[src/rtl/bkpt_vcatch.sv]
module bkpt_vcatch #(
  parameter int NUM_BP  = 4,
  parameter int NUM_VEC = 2,
  parameter int AW      = 32,
  parameter logic [NUM_BP-1:0] CTX_MASK = 4'b1100
) (
  input  logic                          clk,
  input  logic                          rst_n,
  input  logic                          cfg_we,
  input  logic                          cfg_vec,
  input  logic [$clog2(NUM_BP):0]       cfg_idx,
  input  logic [AW-1:0]                 cfg_addr,
  input  logic                          cfg_en,
  input  logic                          cfg_mis,
  input  logic [3:0]                    cfg_bas,
  input  logic                          cfg_lnk,
  input  logic [$clog2(NUM_BP):0]       cfg_lnk_idx,
  input  logic                          iv,
  input  logic [AW-1:0]                 ia,
  input  logic                          i32,
  input  logic                          icmp,
  output logic                          ev_valid,
  output logic [1:0]                    ev_type,
  output logic [$clog2(NUM_BP)-1:0]     ev_idx
);
  localparam int IW = $clog2(NUM_BP);
  localparam int LW = IW + 1;

  logic [AW-1:0] bp_a [NUM_BP];
  logic [3:0]    bp_bas [NUM_BP];
  logic [LW-1:0] bp_li [NUM_BP];
  logic [NUM_BP-1:0] bp_en, bp_mis, bp_lnk;
  logic [AW-1:0] vec_a [NUM_VEC];
  logic [NUM_VEC-1:0] vec_en;

  logic seen32, pend_v;
  logic [IW-1:0] pend_idx;

  always_ff @(posedge clk) begin
    if (!rst_n) begin
      for (int k = 0; k < NUM_BP; k++) begin
        bp_a[k] <= '0; bp_bas[k] <= '0; bp_li[k] <= '0;
      end
      for (int k = 0; k < NUM_VEC; k++) vec_a[k] <= '0;
      bp_en <= '0; bp_mis <= '0; bp_lnk <= '0; vec_en <= '0;
    end else if (cfg_we) begin
      for (int k = 0; k < NUM_BP; k++)
        if (!cfg_vec && cfg_idx == LW'(k)) begin
          bp_a[k] <= cfg_addr; bp_bas[k] <= cfg_bas; bp_li[k] <= cfg_lnk_idx;
          bp_en[k] <= cfg_en; bp_mis[k] <= cfg_mis; bp_lnk[k] <= cfg_lnk;
        end
      for (int k = 0; k < NUM_VEC; k++)
        if (cfg_vec && cfg_idx == LW'(k)) begin
          vec_a[k] <= cfg_addr; vec_en[k] <= cfg_en;
        end
    end
  end

  wire [AW-1:0] ia2 = ia + AW'(2);
  wire wide_cmp = icmp & i32;
  wire [NUM_BP-1:0] ctx_ok = CTX_MASK & bp_en;

  logic [NUM_BP-1:0] fire, defer;
  logic [NUM_VEC-1:0] vhit;

  for (genvar i = 0; i < NUM_BP; i++) begin : g_bp
    wire w0 = ia[AW-1:2] == bp_a[i][AW-1:2];
    wire w1 = ia2[AW-1:2] == bp_a[i][AW-1:2];
    wire h0 = w0 & |(ia[1]  ? bp_bas[i][3:2] : bp_bas[i][1:0]);
    wire h1 = w1 & |(ia2[1] ? bp_bas[i][3:2] : bp_bas[i][1:0]);
    wire raw = icmp ? (h0 | (i32 & h1)) : (w0 & |bp_bas[i]);
    wire lok = !bp_lnk[i] ||
               (bp_li[i] < LW'(NUM_BP) && ctx_ok[bp_li[i][IW-1:0]]);
    wire cond = bp_en[i] & |bp_bas[i] & (bp_mis[i] ? ~raw : raw) & lok;
    wire late = wide_cmp & ~h0 & h1 & ~bp_mis[i] & ~seen32;
    assign fire[i]  = cond & ~late;
    assign defer[i] = cond & late;
  end

  for (genvar v = 0; v < NUM_VEC; v++) begin : g_vec
    assign vhit[v] = vec_en[v] &
      ((ia == vec_a[v]) ||
       (wide_cmp && (ia == vec_a[v] - AW'(2) || ia == vec_a[v] + AW'(2))));
  end

  logic bp_any, df_any;
  logic [IW-1:0] bp_sel, df_sel;
  always_comb begin
    bp_any = 1'b0; bp_sel = '0; df_any = 1'b0; df_sel = '0;
    for (int k = NUM_BP - 1; k >= 0; k--) begin
      if (fire[k])  begin bp_any = 1'b1; bp_sel = IW'(k); end
      if (defer[k]) begin df_any = 1'b1; df_sel = IW'(k); end
    end
  end

  always_ff @(posedge clk) begin
    if (!rst_n) begin
      ev_valid <= 1'b0; ev_type <= 2'b00; ev_idx <= '0;
      seen32 <= 1'b0; pend_v <= 1'b0; pend_idx <= '0;
    end else if (iv) begin
      if (i32) seen32 <= 1'b1;
      pend_v   <= df_any;
      pend_idx <= df_sel;
      if (pend_v) begin
        ev_valid <= 1'b1; ev_type <= 2'b01; ev_idx <= pend_idx;
      end else if (bp_any) begin
        ev_valid <= 1'b1; ev_type <= 2'b01; ev_idx <= bp_sel;
      end else if (|vhit) begin
        ev_valid <= 1'b1; ev_type <= 2'b10; ev_idx <= '0;
      end else begin
        ev_valid <= 1'b0; ev_type <= 2'b00; ev_idx <= '0;
      end
    end else begin
      ev_valid <= 1'b0; ev_type <= 2'b00; ev_idx <= '0;
    end
  end
endmodule

[config.mk]
export PLATFORM = sky130hd
export DESIGN_NAME = bkpt_vcatch
export DESIGN_NICKNAME = d
export VERILOG_FILES = /design/src/rtl/bkpt_vcatch.sv
export SDC_FILE = /design/constraint.sdc
export NUM_CORES = 1
export LEC_CHECK = 0
export ABC_AREA = 1
export BUFFER_PORTS_ARGS = -buffer_cell sky130_fd_sc_hd__buf_2
export CAP_MARGIN = 20
export CORE_MARGIN = 2
export CORE_UTILIZATION = 30
export DETAILED_ROUTE_END_ITERATION = 6
export GPL_TIMING_DRIVEN = 0
export PLACE_DENSITY = 0.46
export REMOVE_ABC_BUFFERS = 1
export SLEW_MARGIN = 20
export SYNTH_ARGS = -nofsm -noshare
export SYNTH_HDL_FRONTEND = slang
export SYNTH_SLANG_ARGS = --single-unit
[constraint.sdc]
create_clock -name clk -period 6.5 [get_ports clk]
set_input_delay 0.65 -clock clk [delete_from_list [all_inputs] [get_ports clk]]
set_output_delay 0.65 -clock clk [all_outputs]
set_load 0.02 [all_outputs]
==> summary.txt <==
Timing
  • Slew Limit Headroom: 48.4%
  • Slew @ Worst Pin: 0.773 ns
  • Final Max Slew Viols: 0
  • Fin crit period: 3.65 ns
  • Setup TNS: 0 ns
  • Max Clk Rate: 0.274 GHz
  • Share of the clock period used by the worst path: 56.2%
  • Final Setup Violations: 0
  • Hold Violations, Final: 0
  • Clock skew: 0.0120 ns
  • RSZ-0062 raised after global routing: false

Final layout
  • Layout cell share with drive strength beyond 1: 8.96%
  • # fillers: 6358
  • Area grow syn2layout: 12.5%
  • Final Core Density: 34.2%
  • # diodes: 0
  • Final #Nets: 2576

Critical path
  • WS Path Type: register to register
  • Critical path data arrival time: 4.17 ns
  • Crit path max fanout: 7
  • WP data required: 7.02 ns
  • Startpoint types: register
  • Register-to-Register Path Depth: 20
  • Element type at the critical path end: register

Clock network
  • Post-CTS Hold Fix Bufs: 0
  • CTS tree: done
  • CTS sink count: 235
  • Post-cts sizing count: 0
  • H-tree depth: 1
  • CTS max path bufs: 3
  • CTS clk-pin slew, worst paths: 0.06 ns
  • CTS buffer count: 29
  • CTS root buf: clkbuf_16
  • Worst skew pair latency: 0.59 ns
  • Post-CTS setup buffers: 0

Synth
  • Syn_area_per_cell: 7.26 um^2
  • Synth cell count leaders: 616 x nand2_1, 463 x nor2_1, 290 x inv_1
  • Synth Warn #: 0
  • FFs w/ async S/R, synth: 0%
  • Seq/Total Area, Yosys: 38.7%
  • Seq cells post-synth: 235
  • Number of synthesized flops with an enable pin: 212
  • Top cell type by total area after synthesis: edfxtp_1
  • Gate Count Post-Synth: 2428
  • Yosys top cell area share: 36.1%
  • Most frequent cell after synthesis: nand2_1
  • Main synth FF type: edfxtp_1
  • Synthesized area: 17600 um^2
  • Synth unique cells: 51
  • Ranking of synthesized cells by area: edfxtp_1 36%, nand2_1 13%, nor2_1 9.9%

Power
  • Pwr dens: 216 nW/um^2
  • Peak supply drop: 0.158 mV
  • Static Leak: 8.46 nW

Place
  • Final GP Congestion: 0.927
  • Port bufs: 88
  • Post-DP HPWL: 54000 um

Floorplan
  • # IOs: 89
  • # rows: 88
  • Die ar.: 60700 um^2
  • Initial Utilization: 30.4%
  • Core Area: 57900 um^2
  • Die X: 246 um
  • Die H: 246 um

GRT
  • Met1 usage: 29.1%
  • Largest net degree at the start of global routing: 41
  • GR peak layer: met2
  • Met3 Use GR: 2.40%
  • Vias in the first global route: 16300
  • GR Util All Layers: 22.6%
  • Gr ovfl total: 0
  • First-pass GRT wire length: 101000 um
  • Met2 Usage GRT: 39.4%
  • Initial antenna violation count: 0

Routing
  • Router iterations before antenna repair: 5
  • DR iter-0 viols: 945
  • Vias/cell: 4.94
  • Drt total wl: 68400 um
  • Via Count: 16200
  • DR WL/cell: 20.9 um
  • Post-route ant nets: 0
  • DRC: 0

Outcome
  • Outcome: finished, final reports clean

Min path
  • Hold Crit Class: primary input to register
  • WHS Path Cells: 3

Job
  • Max_cap viols: 0
-- worst max-delay path: stages, from the launching register on --
cell	delay, ns
edfxtp_1	0.46
inv_1	0.11
ha_1	0.15
inv_1	0.05
nor3_1	0.27
nand2_1	0.18
nor3_4	0.30
nand4_1	0.36
nor2_1	0.35
a21oi_1	0.11
nor2_1	0.12
nand2_1	0.06
nor2_1	0.11
nand3_1	0.09
nand2_1	0.11
nand2_1	0.07
nand2_1	0.28
nand2_1	0.10
nand2_1	0.11
nand2_1	0.08
nor2_1	0.10
-- through the flow --
step           worst slack, ns  hold WS [ns]  area (um^2)  power, mW  instances
6_report                  2.85         0.365        19800       4.28       3275
5_1_grt                   2.44         0.393        19800       4.46       3275
4_1_cts                   2.85         0.340        19800       4.32       3275
3_5_place_dp              2.34         0.461        18800       2.61       3221
3_3_place_gp              2.36         0.456        18700       2.61       3217
2_1_floorplan             3.61         0.437        17300       2.30       2364
-- power breakdown --
group / leakage [nW] / total, mW / internal (mW) / switching [mW]
Combinational: 5.77 / 0.763 / 0.237 / 0.526
Clock: 0.466 / 1.70 / 0.987 / 0.713
Sequential: 2.22 / 1.82 / 1.73 / 0.0851
Total: 8.46 / 4.28 / 2.96 / 1.32
-- worst paths after layout --
check / slack (ns) / from / to
worst max-delay path: 2.85 / vec_a[0][1] / ev_type[1]
worst min-delay path: 0.36 / iv / ev_idx[0]
worst max register to register: 2.85 / vec_a[0][1] / ev_type[1]
worst min register to register: 0.47 / bp_lnk[2] / bp_lnk[2]
-- registers in the layout, summed over array words and instances, names as in the netlist --
signal	cells
seen32	1
bp_en	4
bp_mis	4
ev_type	2
bp_bas	16
ev_valid	1
ev_idx	2
bp_lnk	4
pend_v	1
vec_a	64
pend_idx	2
vec_en	2
bp_a	120
bp_li	12
-- metal layers --
layer	wire length [um]	vias up	share of wire (%)
met5	0	-	0
met4	2190	0	3.2
met3	3340	99	4.9
met2	32800	470	48
met1	30100	7670	44
li1	-	7925	-
-- placed cells by master (no fill, tap or decap), drive strengths merged, types with 30 or more instances in the layout --
| cell | instances |
|---|---|
| nand4 | 70 |
| nand3 | 161 |
| nand2 | 641 |
| nor3 | 52 |
| inv | 296 |
| edfxtp | 212 |
| buf | 92 |
| xnor2 | 96 |
| xor2 | 142 |
| o21ai | 48 |
| clkbuf | 30 |
| nor2 | 488 |
| a21oi | 32 |
-- cell type report --
class                      count  area [um^2]  share of cell area, %
sequential                   235         6830                   34.4
clock inverter                24          269                   1.36
inverter                     295         1110                   5.59
tap                          765          957                   4.83
multi-input combinational   1834         9390                   47.4
clock buffer                  30          729                   3.68
timing repair buffer          92          536                   2.70
-- logic make-up (layout without fill, tap and decap cells) --
logic type	after synthesis	in the layout	synth area share [%]
AOI/OAI and AO/OA	118	118	3.81
xor gates and xnor gates	240	240	12.1
adders and majority gates	5	5	0.355
buffers and inverters	359	441	8.32
DFF	235	235	38.7
and+or+nand+nor	1471	1471	36.7
(Power assumes the default switching activity.)
